`config.mk`:
```
export PLATFORM = sky130hd
export DESIGN_NAME = sentinel_copy_engine
export DESIGN_NICKNAME = d
export VERILOG_FILES = /design/src/rtl/copy_engine_pkg.sv /design/src/rtl/copy_read_seq.sv /design/src/rtl/copy_data_pipe.sv /design/src/rtl/copy_stop_ctrl.sv /design/src/rtl/sentinel_copy_engine.sv
export SDC_FILE = /design/constraint.sdc
export NUM_CORES = 1
export LEC_CHECK = 0
export BUFFER_PORTS_ARGS = -buffer_cell sky130_fd_sc_hd__buf_2
export CORE_ASPECT_RATIO = 1.2
export CORE_MARGIN = 4
export CORE_UTILIZATION = 25
export DETAILED_ROUTE_END_ITERATION = 16
export GPL_ROUTABILITY_DRIVEN = 0
export PLACE_DENSITY = 0.51
export REMOVE_ABC_BUFFERS = 1
export SLEW_MARGIN = 0
export SYNTH_ARGS = -nofsm -noshare
export SYNTH_HDL_FRONTEND = slang
export SYNTH_HIERARCHICAL = 1
export SYNTH_SLANG_ARGS = --single-unit
```
`constraint.sdc`:
```
create_clock -name clk -period 3.1 [get_ports clk]
set_input_delay 0.155 -clock clk [delete_from_list [all_inputs] [get_ports clk]]
set_output_delay 0.155 -clock clk [all_outputs]
set_load 0.01 [all_outputs]
```
`src/rtl/copy_engine_pkg.sv`:
```
package copy_engine_pkg;
  typedef enum logic [0:0] {PH_RUN = 1'b0, PH_HALT = 1'b1} phase_t;

  localparam int unsigned DEF_DATA_W = 32;
  localparam int unsigned DEF_ADDR_W = 8;
  localparam int unsigned DEF_OFFSET = 64;
endpackage

```
`src/rtl/copy_read_seq.sv`:
```
module copy_read_seq #(
  parameter int unsigned ADDR_W = 8,
  parameter int unsigned LIMIT  = 64
) (
  input  logic              clk,
  input  logic              rst,
  input  logic              halted,
  input  logic              stop_now,
  output logic [ADDR_W-1:0] rd_addr,
  output logic              issue
);
  localparam logic [ADDR_W-1:0] LIM_A = ADDR_W'(LIMIT);

  logic [ADDR_W-1:0] addr_q;

  assign issue   = !halted && !stop_now && (addr_q < LIM_A);
  assign rd_addr = addr_q;

  always_ff @(posedge clk) begin
    if (rst)        addr_q <= '0;
    else if (issue) addr_q <= addr_q + ADDR_W'(1);
  end

  // every issued read advances the address by exactly one
  a_r2_addr_step: assert property (@(posedge clk) disable iff (rst)
    issue |=> (addr_q == $past(addr_q) + ADDR_W'(1)));

  // reads never go beyond the limit
  a_r2_read_bound: assert property (@(posedge clk) disable iff (rst)
    addr_q <= LIM_A);
endmodule

```
`src/rtl/copy_data_pipe.sv`:
```
module copy_data_pipe #(
  parameter int unsigned ADDR_W = 8,
  parameter int unsigned DATA_W = 32,
  parameter int unsigned OFFSET = 64,
  parameter int unsigned LIMIT  = 64
) (
  input  logic              clk,
  input  logic              rst,
  input  logic              issue,
  input  logic [ADDR_W-1:0] rd_addr,
  input  logic [DATA_W-1:0] rd_data,
  input  logic              halted,
  output logic              pend,
  output logic              hit_mark,
  output logic              at_last,
  output logic              wr_en,
  output logic [ADDR_W-1:0] wr_addr,
  output logic [DATA_W-1:0] wr_data
);
  localparam logic [ADDR_W-1:0] LAST_A = ADDR_W'(LIMIT - 1);

  function automatic logic is_mark(input logic [DATA_W-1:0] w);
    return &w;
  endfunction

  function automatic logic [ADDR_W-1:0] dest_of(input logic [ADDR_W-1:0] a);
    return a + ADDR_W'(OFFSET);
  endfunction

  logic              pend_q;
  logic [ADDR_W-1:0] src_q;

  always_ff @(posedge clk) begin
    if (rst) begin
      pend_q <= 1'b0;
      src_q  <= '0;
    end else begin
      pend_q <= issue;
      if (issue) src_q <= rd_addr;
    end
  end

  assign pend     = pend_q;
  assign hit_mark = pend_q && is_mark(rd_data);
  assign at_last  = pend_q && (src_q == LAST_A);
  assign wr_en    = pend_q && !hit_mark && !halted;
  assign wr_addr  = dest_of(src_q);
  assign wr_data  = rd_data;

  // a pending word always belongs to the address issued one cycle before
  a_r3_src_tracks: assert property (@(posedge clk) disable iff (rst)
    issue |=> (pend && src_q == $past(rd_addr)));

  // the marker never turns into a write
  a_r5_mark_blocks: assert property (@(posedge clk) disable iff (rst)
    hit_mark |-> !wr_en);
endmodule

```
`src/rtl/copy_stop_ctrl.sv`:
```
module copy_stop_ctrl
  import copy_engine_pkg::*;
(
  input  logic clk,
  input  logic rst,
  input  logic pend,
  input  logic hit_mark,
  input  logic at_last,
  output logic stop_now,
  output logic halted,
  output logic done_n
);
  phase_t phase_q;

  assign stop_now = pend && (hit_mark || at_last) && (phase_q == PH_RUN);
  assign halted   = (phase_q == PH_HALT);
  assign done_n   = !halted;

  always_ff @(posedge clk) begin
    if (rst)           phase_q <= PH_RUN;
    else if (stop_now) phase_q <= PH_HALT;
  end

  // the halt phase is sticky until reset
  a_r8_halt_sticky: assert property (@(posedge clk) disable iff (rst)
    halted |=> halted);

  // a marker seen while running ends the run on the next edge
  a_r6_mark_halts: assert property (@(posedge clk) disable iff (rst)
    (pend && hit_mark) |=> halted);
endmodule

```
`src/rtl/sentinel_copy_engine.sv`:
```
module sentinel_copy_engine
  import copy_engine_pkg::*;
#(
  parameter int unsigned DATA_W = DEF_DATA_W,
  parameter int unsigned ADDR_W = DEF_ADDR_W,
  parameter int unsigned OFFSET = DEF_OFFSET
) (
  input  logic                clk,
  input  logic                rst,
  output logic [ADDR_W-1:0]   rd_addr,
  input  logic [DATA_W-1:0]   rd_data,
  output logic [ADDR_W-1:0]   wr_addr,
  output logic [DATA_W-1:0]   wr_data,
  output logic [DATA_W/8-1:0] wr_be,
  output logic                done_n
);
  localparam int unsigned BE_W  = DATA_W / 8;
  localparam int unsigned LIMIT = OFFSET;

  logic issue, stop_now, halted;
  logic pend, hit_mark, at_last, wr_en;

  copy_read_seq #(.ADDR_W(ADDR_W), .LIMIT(LIMIT)) u_seq (
    .clk      (clk),
    .rst      (rst),
    .halted   (halted),
    .stop_now (stop_now),
    .rd_addr  (rd_addr),
    .issue    (issue)
  );

  copy_data_pipe #(.ADDR_W(ADDR_W), .DATA_W(DATA_W), .OFFSET(OFFSET), .LIMIT(LIMIT)) u_pipe (
    .clk      (clk),
    .rst      (rst),
    .issue    (issue),
    .rd_addr  (rd_addr),
    .rd_data  (rd_data),
    .halted   (halted),
    .pend     (pend),
    .hit_mark (hit_mark),
    .at_last  (at_last),
    .wr_en    (wr_en),
    .wr_addr  (wr_addr),
    .wr_data  (wr_data)
  );

  copy_stop_ctrl u_ctrl (
    .clk      (clk),
    .rst      (rst),
    .pend     (pend),
    .hit_mark (hit_mark),
    .at_last  (at_last),
    .stop_now (stop_now),
    .halted   (halted),
    .done_n   (done_n)
  );

  assign wr_be = wr_en ? {BE_W{1'b1}} : {BE_W{1'b0}};

  // reset clears the address and the done flag
  a_r1_reset_state: assert property (@(posedge clk)
    rst |=> (rd_addr == '0 && done_n && wr_be == '0));

  // a write goes to the previous read address plus the offset
  a_r3_dest_addr: assert property (@(posedge clk) disable iff (rst)
    (|wr_be) |-> (wr_addr == $past(rd_addr) + ADDR_W'(OFFSET)));

  // the all-ones word never appears with enabled bytes
  a_r5_no_mark_write: assert property (@(posedge clk) disable iff (rst)
    (|wr_be) |-> !(&wr_data));

  // nothing is written and the address holds once done
  a_r8_idle_when_done: assert property (@(posedge clk) disable iff (rst)
    (!done_n) |-> (wr_be == '0 && $stable(rd_addr)));

  // done, once low, stays low
  a_r6_done_held: assert property (@(posedge clk) disable iff (rst)
    (!done_n) |=> !done_n);
endmodule

```
==> flow_metrics.tcl <==
set metrics [dict create \
    seq_area_um2 360 \
    yosysSeqAreaShare_pct 31.6 \
    cap_violations 0 \
    status "completed" \
    avgRoutedWirePerCell_um 12.9 \
    fin_skew_ns 0.00139 \
    hp-class "input pin to flop" \
    syn_area_mm2 0.00114 \
    worst_ep_required_time_ns 3.24 \
    drv_slew 0 \
    grt_pass1_wl_um 4750 \
    drive_gt1_share_pct 54.8 \
    fin_crit_ns 2.30 \
    ant_nets 0 \
    clock_latency_ns 0.25 \
    dr.pass1.iters 4 \
    drt_iter0_drc 30 \
    grt_usage_pct 10.4 \
    cts_tree "yes" \
    nets 214 \
    drcViolationCount 0 \
    multi_input_area_um2 427 \
    crit_path_start_kind "flop" \
    gr-total-overflow 0 \
    htree_levels 1 \
    path_cells "inv_1, ha_1, nand4_1, nor2_1, o21ai_2, nor2_1, or4_4, inv_1, mux2i_1, nor2_1" \
    leakage_nw 0.706 \
    setup_tns_ns 0 \
    syn_inst 132 \
    io_pins 87 \
    cts-hold-fix-buffers 0 \
    hold_violations 0 \
    clkSlewWorstSetupHoldPaths_ns 0.07 \
    synthToLayoutAreaGrowth_pct 19.3 \
    dieArea_mm2 0.00571 \
    avgSynthCellArea_um2 8.64 \
    ir_worst_vdd_mv 0.160 \
    finalCritPeriodShare_pct 74.1 \
    die_w_um 69.7 \
    power.density_mw_per_mm2 386 \
    wl_um 3010 \
    reg2reg_depth 10 \
    synth.distinct_cells 28 \
    fp.dieH_um 82.0 \
    viasPerCell 4.31 \
    grt_setup_unrepaired "false" \
    antenna_found_initial 0 \
    cp.arrival_ns 2.43 \
    start_util_pct 26.4 \
    critPathCaptureType "flop" \
    hold_slack_ns 0.269 \
    ys_warn_count 6 \
    num_rows 26 \
    diodes 0 \
    holdPathStages 2 \
    grt_max_degree 19 \
    slowest_stage "or4_4" \
    setup_violations 0 \
    criticalPathCategory "flop to flop" \
    nFillCells 467 \
    cts_root_buffer "clkbuf_8" \
    core_mm2 0.00433 \
    max_stage_delay_ns 0.54 \
    post-place-ws_ns 0.813 \
    worst_path_most_repeated_cell "nor2_1" \
    cts_sinks 18 \
    cts_resized 0 \
    slew_headroom_pct 66.7 \
    port_buffers 86 \
    max_freq_mhz 435 \
    cp_max_fo 11 \
    vias 1004 \
    grt_pass1_vias 943 \
    synth-seq-cells 18 \
    tightest_slew_ns 0.499 \
    hpwl_um 2460 \
    cts_setup_buffers 0 \
    clockBufferDepth 2 \
    worst_slack_ns 0.804 \
    cts_buffers 3 \
]
==> where the power goes <==
part | internal [mW] | switching (mW)
registers | 0.237 | 0.00770
logic | 0.0413 | 0.0469
clock network | 0.113 | 0.0789
total | 0.392 | 0.133
==> cell families (layout without fill, tap and decap cells) <==
| logic type | Yosys count | count (layout) | synth area share [%] |
|---|---|---|---|
| flip-flops | 18 | 18 | 31.6 |
| adder cells (fa/ha/maj) | 2 | 2 | 2.19 |
| AO/OA/AOI/OAI | 13 | 13 | 7.02 |
| XOR/XNOR | 1 | 1 | 0.768 |
| multiplexers | 8 | 8 | 7.02 |
| AND/OR/NAND/NOR | 40 | 40 | 20.4 |
| buffers and inverters | 50 | 95 | 31.0 |
==> worst max-delay path, delay by kind of cell (launching register included) <==
family / cells / cell delay (ns)
fa+ha+maj: 1 / 0.18
mux: 1 / 0.24
buf+inv: 2 / 0.46
flops: 1 / 0.33
simple gates: 5 / 0.79
compound gates: 1 / 0.17
==> path summary, 6_finish.rpt <==
| kind | slack, ns | endpoint | start |
|---|---|---|---|
| worst max-delay path | 0.80 | u_pipe/src_q[3] | u_pipe/src_q[6] |
| worst max register to register | 0.80 | u_pipe/src_q[3] | u_pipe/src_q[6] |
| worst min-delay path | 0.27 | u_pipe/src_q[4] | rst |
| worst min register to register | 0.50 | u_pipe/src_q[7] | u_pipe/src_q[7] |
==> layer usage <==
metal  track usage [%]  routed length (um)
met5                 0                   0
met4              3.45                  34
met3              3.43                 321
met2              17.9                1380
met1              12.4                1270
==> layout by cell type (no fill, tap or decap), types with 2 or more instances in the layout <==
cell      synthesis  final
dfxtp_1          18     18
o21ai_0           3      3
mux2i_1           8      8
nor2b_1           2      2
inv_1             5      5
nor4_2            2      2
clkbuf_8          0      4
nand4_1           9      9
buf_2             1     86
nand3_1           3      3
or3_1             3      3
nand2_1           4      4
a21oi_1           6      6
ha_1              2      2
nor2_1           11     11
==> flip-flops by register name, indices dropped and copies added, names as in the netlist <==
| register | cells |
|---|---|
| u_pipe/src_q | 8 |
| u_seq/rd_addr | 8 |
| u_pipe/pend | 1 |
| u_ctrl/halted | 1 |
==> cell type report <==
class,count,share of cell area (%)
inverters,5,1.38
flip-flops and latches,18,26.5
repair buffers,86,31.6
well taps,56,5.15
clock buffers,4,4.04
multi-input cells,64,31.3
==> synth_stat cells, drive strengths merged <==
| cell | count | share of area (%) |
|---|---|---|
| buf | 44 | 29 |
| dfxtp | 18 | 32 |
| nor2 | 11 | 3.6 |
| nand4 | 10 | 6.0 |
| mux2i | 8 | 7.0 |
| a21oi | 7 | 3.4 |
| inv | 5 | 1.6 |
| nand2 | 4 | 1.3 |
| o21ai | 4 | 2.1 |
| nand3 | 3 | 1.3 |
| or3 | 3 | 1.6 |
| ha | 2 | 2.2 |
| nor2b | 2 | 1.1 |
| nor4 | 2 | 2.2 |
| or4 | 2 | 1.6 |
| and3 | 1 | 0.55 |
| clkbuf | 1 | 0.33 |
| nand2b | 1 | 0.55 |
| nor3 | 1 | 0.44 |
| o21ba | 1 | 0.88 |
| o31ai | 1 | 0.66 |
| xnor2 | 1 | 0.77 |
==> stage by stage <==
stage	instance area (um^2)	power (mW)	util, %	std cells
6_report	1360	0.525	31.5	233
5_1_grt	1360	0.553	31.5	233
4_1_cts	1360	0.535	31.5	233
3_5_place_dp	1310	0.340	30.2	229
3_3_place_gp	1310	0.340	30.2	229
2_1_floorplan	806	0.265	-	87
No activity file was read; power rests on OpenSTA's default activity.
